### src/rtl/srr_pkg.sv
package srr_pkg;
    localparam int PATCH = 24;
    localparam int WIN   = 9;
    localparam int STEP  = 5;
    localparam int NAX   = (PATCH - WIN) / STEP + 1;
    localparam int NSUB  = NAX * NAX;
    localparam int CW    = $clog2(PATCH);
    localparam int LW    = $clog2(WIN);

    typedef struct packed {
        logic          active;
        logic [CW-1:0] row;
        logic [CW-1:0] col;
    } cnt_t;
endpackage

### src/rtl/srr_pos_counter.sv
module srr_pos_counter
    import srr_pkg::*;
(
    input  logic          clk,
    input  logic          rst_n,
    input  logic          in_valid,
    input  logic          in_start,
    output logic          take,
    output logic [CW-1:0] pos_row,
    output logic [CW-1:0] pos_col
);
    localparam logic [CW-1:0] LAST = CW'(PATCH - 1);

    cnt_t cnt_d, cnt_q;
    logic [CW-1:0] cur_row, cur_col;

    always_comb begin
        cur_row = in_start ? '0 : cnt_q.row;
        cur_col = in_start ? '0 : cnt_q.col;
        take    = in_valid && (in_start || cnt_q.active);
        cnt_d   = cnt_q;
        if (in_start) begin
            cnt_d.active = 1'b1;
            cnt_d.row    = '0;
            cnt_d.col    = '0;
        end
        if (take) begin
            if (cur_col == LAST) begin
                cnt_d.col = '0;
                if (cur_row == LAST) begin
                    cnt_d.active = 1'b0;
                    cnt_d.row    = '0;
                end else begin
                    cnt_d.row = cur_row + 1'b1;
                end
            end else begin
                cnt_d.col = cur_col + 1'b1;
                cnt_d.row = cur_row;
            end
        end
    end

    always_ff @(posedge clk or negedge rst_n) begin
        if (!rst_n) cnt_q <= '0;
        else        cnt_q <= cnt_d;
    end

    assign pos_row = cur_row;
    assign pos_col = cur_col;


    cnt_range_chk: assert property (@(posedge clk) disable iff (!rst_n)
        (cnt_q.row <= LAST) && (cnt_q.col <= LAST));


    idle_hold_chk: assert property (@(posedge clk) disable iff (!rst_n)
        (!cnt_q.active && !in_start) |=> ($stable(cnt_q.row) && $stable(cnt_q.col)));


    gap_hold_chk: assert property (@(posedge clk) disable iff (!rst_n)
        (!in_valid && !in_start) |=> ($stable(cnt_q.row) && $stable(cnt_q.col)));
endmodule

### src/rtl/srr_axis_decode.sv
module srr_axis_decode
    import srr_pkg::*;
(
    input  logic [CW-1:0]      coord,
    output logic [NAX-1:0]     member,
    output logic [NAX*LW-1:0]  local_pos
);
    for (genvar k = 0; k < NAX; k++) begin : g_win
        localparam logic [CW-1:0] LO = CW'(k * STEP);
        localparam logic [CW-1:0] HI = CW'(k * STEP + WIN - 1);
        always_comb begin
            member[k]             = (coord >= LO) && (coord <= HI);
            local_pos[k*LW +: LW] = LW'(coord - LO);
        end
    end
endmodule

### src/rtl/srr_port_reg.sv
module srr_port_reg
    import srr_pkg::*;
#(
    parameter int DW = 16
) (
    input  logic          clk,
    input  logic          rst_n,
    input  logic          hit,
    input  logic [DW-1:0] sample,
    input  logic [LW-1:0] lrow,
    input  logic [LW-1:0] lcol,
    output logic          vld,
    output logic [DW-1:0] data,
    output logic [LW-1:0] row,
    output logic [LW-1:0] col
);
    typedef struct packed {
        logic          vld;
        logic [DW-1:0] data;
        logic [LW-1:0] row;
        logic [LW-1:0] col;
    } port_t;

    port_t port_d, port_q;

    always_comb begin
        port_d     = port_q;
        port_d.vld = hit;
        if (hit) begin
            port_d.data = sample;
            port_d.row  = lrow;
            port_d.col  = lcol;
        end
    end

    always_ff @(posedge clk or negedge rst_n) begin
        if (!rst_n) port_q <= '0;
        else        port_q <= port_d;
    end

    assign vld  = port_q.vld;
    assign data = port_q.data;
    assign row  = port_q.row;
    assign col  = port_q.col;


    port_local_range_chk: assert property (@(posedge clk) disable iff (!rst_n)
        vld |-> ((row <= LW'(WIN - 1)) && (col <= LW'(WIN - 1))));


    port_data_latency_chk: assert property (@(posedge clk) disable iff (!rst_n)
        hit |=> (vld && data == $past(sample)));
endmodule

### src/rtl/srr_router.sv
module srr_router
    import srr_pkg::*;
#(
    parameter int DW = 16
) (
    input  logic               clk,
    input  logic               rst_n,
    input  logic               in_valid,
    input  logic               in_start,
    input  logic [DW-1:0]      in_dx,
    input  logic [DW-1:0]      in_dy,
    output logic [NSUB-1:0]    dx_vld,
    output logic [NSUB*DW-1:0] dx_data,
    output logic [NSUB*LW-1:0] dx_lrow,
    output logic [NSUB*LW-1:0] dx_lcol,
    output logic [NSUB-1:0]    dy_vld,
    output logic [NSUB*DW-1:0] dy_data,
    output logic [NSUB*LW-1:0] dy_lrow,
    output logic [NSUB*LW-1:0] dy_lcol
);
    logic              take;
    logic [CW-1:0]     pos_row, pos_col;
    logic [NAX-1:0]    row_member, col_member;
    logic [NAX*LW-1:0] row_local, col_local;

    srr_pos_counter u_cnt (
        .clk      (clk),
        .rst_n    (rst_n),
        .in_valid (in_valid),
        .in_start (in_start),
        .take     (take),
        .pos_row  (pos_row),
        .pos_col  (pos_col)
    );

    srr_axis_decode u_row_dec (
        .coord     (pos_row),
        .member    (row_member),
        .local_pos (row_local)
    );

    srr_axis_decode u_col_dec (
        .coord     (pos_col),
        .member    (col_member),
        .local_pos (col_local)
    );

    for (genvar wr = 0; wr < NAX; wr++) begin : g_wrow
        for (genvar wc = 0; wc < NAX; wc++) begin : g_wcol
            localparam int P = wr * NAX + wc;
            logic hit;
            assign hit = take && row_member[wr] && col_member[wc];

            srr_port_reg #(.DW(DW)) u_dx_port (
                .clk    (clk),
                .rst_n  (rst_n),
                .hit    (hit),
                .sample (in_dx),
                .lrow   (row_local[wr*LW +: LW]),
                .lcol   (col_local[wc*LW +: LW]),
                .vld    (dx_vld[P]),
                .data   (dx_data[P*DW +: DW]),
                .row    (dx_lrow[P*LW +: LW]),
                .col    (dx_lcol[P*LW +: LW])
            );

            srr_port_reg #(.DW(DW)) u_dy_port (
                .clk    (clk),
                .rst_n  (rst_n),
                .hit    (hit),
                .sample (in_dy),
                .lrow   (row_local[wr*LW +: LW]),
                .lcol   (col_local[wc*LW +: LW]),
                .vld    (dy_vld[P]),
                .data   (dy_data[P*DW +: DW]),
                .row    (dy_lrow[P*LW +: LW]),
                .col    (dy_lcol[P*LW +: LW])
            );
        end
    end


    fanout_count_chk: assert property (@(posedge clk) disable iff (!rst_n)
        (|dx_vld) |-> ($countones(dx_vld) == 1 || $countones(dx_vld) == 2 ||
                       $countones(dx_vld) == 4));


    accept_latency_chk: assert property (@(posedge clk) disable iff (!rst_n)
        take |=> (|dx_vld));


    gap_quiet_chk: assert property (@(posedge clk) disable iff (!rst_n)
        !in_valid |=> (dx_vld == '0 && dy_vld == '0));


    dir_match_chk: assert property (@(posedge clk) disable iff (!rst_n)
        (dx_vld == dy_vld) && (dx_lrow == dy_lrow) && (dx_lcol == dy_lcol));


    reset_quiet_chk: assert property (@(posedge clk)
        $rose(rst_n) |-> (dx_vld == '0 && dy_vld == '0));
endmodule

### config.mk
export PLATFORM = sky130hd
export DESIGN_NAME = srr_router
export DESIGN_NICKNAME = d
export VERILOG_FILES = /design/src/rtl/srr_pkg.sv /design/src/rtl/srr_pos_counter.sv /design/src/rtl/srr_axis_decode.sv /design/src/rtl/srr_port_reg.sv /design/src/rtl/srr_router.sv
export SDC_FILE = /design/constraint.sdc
export NUM_CORES = 1
export LEC_CHECK = 0
export CAP_MARGIN = 20
export CORE_AREA = 10 10 321 323
export DETAILED_ROUTE_END_ITERATION = 7
export DIE_AREA = 0 0 331 333
export HOLD_SLACK_MARGIN = 0.08
export PLACE_DENSITY = 0.62
export SETUP_SLACK_MARGIN = 0.05
export SLEW_MARGIN = 30
export SYNTH_ARGS = -nofsm -noshare
export SYNTH_HDL_FRONTEND = slang
export SYNTH_SLANG_ARGS = --single-unit
### constraint.sdc
create_clock -name clk -period 3.4 [get_ports clk]
set_input_delay 0.51 -clock clk [delete_from_list [all_inputs] [get_ports clk]]
set_output_delay 0.51 -clock clk [all_outputs]
set_load 0.03 [all_outputs]
==> impl_results.md <==
* Post-Synthesis Cell Area at 26400 sq um
* Commonest cells after routing, fill and taps aside: clkdlybuf4s50_1, dfrtp_1, mux2_2, nand2_1, mux2_1
* Design internal power at 13.7 mW
* Synth Warn # at 0
* Clk sinks at about 670
* Vias per cell at between 4 and 5
* CP max stage cell: dfrtp_1
* Met2 WL at 55.1 mm
* CORE AREA at 96300 sq um
* Max-slew headroom at 34.5%
* FMAX at 365 MHz
* Mapped Nets at 1902
* Overall Global Routing Usage at 19.5%
* Period minus WS final at between 2 and 3 ns
* Fin worst setup slack at 0.659 ns
* Area leader, netlist: dfrtp_1
* Residual DRC at 0
* Final setup violation count at 0
* ANT nets after route at 0
* Status: finished, final reports clean
* Post-synth top area share at 63.2%
* Post-Route WL at 111 mm
* Vias at about 18000
* Register area at 16700 sq um
* Filler Cell Count at 9109
* Final nets at 2651
* Final worst-path cycle share at a little over 80%
* Initial antenna violation count at 5
* CP peak stage delay at 0.51 ns
* Detailed Routing Iterations Pass 1 at 7
* Cells along the critical path: nand2b_4 -> inv_1 -> ha_1 -> and3_1 -> ha_1 -> a222oi_1 -> buf_4 -> and3b_2 -> buf_12 -> mux2_1
* Cell area after layout at ~39000 sq um
* Die Area at 110000 sq um
* Layout Area Growth over Synthesis at 46.7%
* Worst vdd ir at 0.000430 V
* Syn_area_per_cell at 14.2 sq um
* Worst Path Max Fanout at 30
* Hold Path Class: in2reg
* Detailed router's first-iteration violation count at 1090
* Power, Total at 18.1 mW
* Clk Latency, worst-skew pair at 0.64 ns
* Clock transition at path regs at about 0.06 ns
* Setup_tns at 0 ns
* Sw Share at 24.0%
* Rows at around 110
* Initial Util at about 27%
* Routability cong. at 0.766
* Leak at about 18 nW
* Hold_ws at 0.345 ns
* Pwr dens at 467 nW/um^2
* Clk network pwr share at 48.9%
* Max-slew violation count at 0
* Critical path class: reg2reg
* Bufs on Longest Clock Path at 3
* Post-DP HPWL at 82.8 mm
* Synth Register Bits at 667
* CP required at 3.91 ns
* TritonCTS buffer count at between 70 and 80
* Post-Route M1 WL at 44.7 mm
* Top_reg_cell synth: dfrtp_1
* Number of global-route vias before repair at 18600
* Sw power at about 4.3 mW
* Max Cap Viol at 0
* Area taken by multi-input logic gates at 8020 sq um
* Slew @ Worst Pin at ~0.98 ns
* Asr flop ratio synth at 100%
* Hold Fails Final Rpt at 0
* Ratio of cells with drive above 1 in the final layout at 27.6%
* Commonest non-fill, non-tap cell in the layout: clkdlybuf4s50_1
* Die X at about 330 microns
* CP endpoint kind: register
* Wire length on met3 at 9.26 mm
* IO buf count at 835
* CTS root buffer: clkbuf_16
* Pre-CTS worst setup slack at 0.0332 ns
* Synth cell types at 46
* Comb pwr share at roughly 6.2%
* Die Ht at 333 microns
* Power share of the sequential group at 44.8%
* Sequential fraction of the synthesis area at 63.2%
* Max H-tree Level at 3
* Top sig layer: met4
* Startpoint Class: register
* Synth top area cells: dfrtp_1, mux2_2, buf_4, mux2_1, nand2_1
* TritonCTS clock tree: yes
* Number of synthesized flops with an enable pin at 0
* # IOs at 836
* Post-synthesis cell count at 1856
* First-pass GRT wire length at 153 mm
* Crit-path most repeated cell: ha_1
* Largest net degree at the start of global routing at 78
* RSZ-0062 raised after global routing: false
* Critical path arrival at 3.25 ns
* Post-Route Skew at 0.0176 ns
* Routed len/inst at 28.1 microns
* Placed Area at 36000 sq um
* Gr ovfl total at 0
[sequential cells by signal, summed over array words and instances, names as in the netlist]
register	flops
g_wrow.g_wcol.u_dy_port.vld	16
g_wrow.g_wcol.u_dy_port.row	48
g_wrow.g_wcol.u_dx_port.row	16
g_wrow.g_wcol.u_dy_port.data	256
u_cnt.cnt_q	11
g_wrow.g_wcol.u_dy_port.col	64
g_wrow.g_wcol.u_dx_port.data	256
[critical path, delay by kind of cell (launching register included)]
family | cells | cell delay (ns)
DFF | 1 | 0.51
and+or+nand+nor | 3 | 0.54
adders and majority gates | 2 | 0.37
buffers and inverters | 3 | 0.46
AOI/OAI and AO/OA | 1 | 0.34
muxes | 1 | 0.34
[stage by stage]
stage                     utilization [%]  std cells
after floorplan                         -       1856
after global placement               37.4       3799
after detailed placement             37.4       3799
after CTS                            40.2       3947
after global routing                 40.2       3947
final                                40.2       3954
[cell families after synthesis]
logic type	after synthesis	synth area share, %
AOI/OAI and AO/OA	82	1.76
DFF	667	63.2
adders and majority gates	10	0.474
xor gates and xnor gates	13	0.431
buffers and inverters	301	6.80
and+or+nand+nor	230	3.81
muxes	553	23.5
[Yosys cell counts (11+ instances only)]
cell / number
o21ai_1: 12
nand2_1: 147
mux2_1: 83
nor2_1: 34
mux2_2: 463
xnor2_1: 11
buf_4: 160
o21ai_0: 39
a21oi_1: 15
dfrtp_1: 667
buf_2: 35
clkbuf_1: 81
inv_1: 17
[area by class of cell]
type | instances | share of cell area (%)
Sequential cell | 667 | 43.1
Timing Repair Buffer | 951 | 24.8
Multi-Input combinational cell | 888 | 20.7
Clock buffer | 120 | 6.04
Tap cell | 1276 | 4.12
Clock inverter | 27 | 0.988
Inverter | 18 | 0.174
Antenna cell | 7 | 0.0452
[power by group through the flow]
stage          logic, mW  clock network [mW]  registers, mW
6_report            1.12                8.85           8.12
5_1_grt             1.20                9.40           8.12
4_1_cts             1.16                9.10           8.11
3_5_place_dp        1.16                   0           8.26
3_3_place_gp        1.17                   0           8.25
2_1_floorplan      0.228                   0           8.45
[layer usage]
metal | track usage [%] | vias up
met1 | 23.2 | 9211
li1 | - | 7683
met4 | 4.68 | 0
met2 | 33.7 | 638
met3 | 6.22 | 97
met5 | 0 | -
[path summary, 6_finish.rpt]
| check | cells past startpoint | slack (ns) | from | endpoint |
|---|---|---|---|---|
| worst max-delay path | 10 | 0.66 | u_cnt.cnt_q[1] | g_wrow[2].g_wcol[3].u_dx_port.data[2] |
| worst min-delay path | 3 | 0.34 | in_dx[3] | g_wrow[1].g_wcol[0].u_dx_port.data[3] |
| worst max register to register | 10 | 0.66 | u_cnt.cnt_q[1] | g_wrow[2].g_wcol[3].u_dx_port.data[2] |
| worst min register to register | 2 | 0.47 | g_wrow[1].g_wcol[0].u_dy_port.data[3] | g_wrow[1].g_wcol[0].u_dy_port.data[3] |
| max in group asynchronous | 3 | 1.75 | rst_n | g_wrow[0].g_wcol[2].u_dy_port.data[5] |
| min in group asynchronous | 2 | 0.49 | rst_n | g_wrow[3].g_wcol[0].u_dx_port.row[0] |
[repair_timing]
action | CTS | global route
hold buffers | 1 | 0
buffers inserted | 0 | 0
hold endpoints to repair | 64 | 0
gates resized for setup | 0 | 0
(Power assumes the default switching activity.)
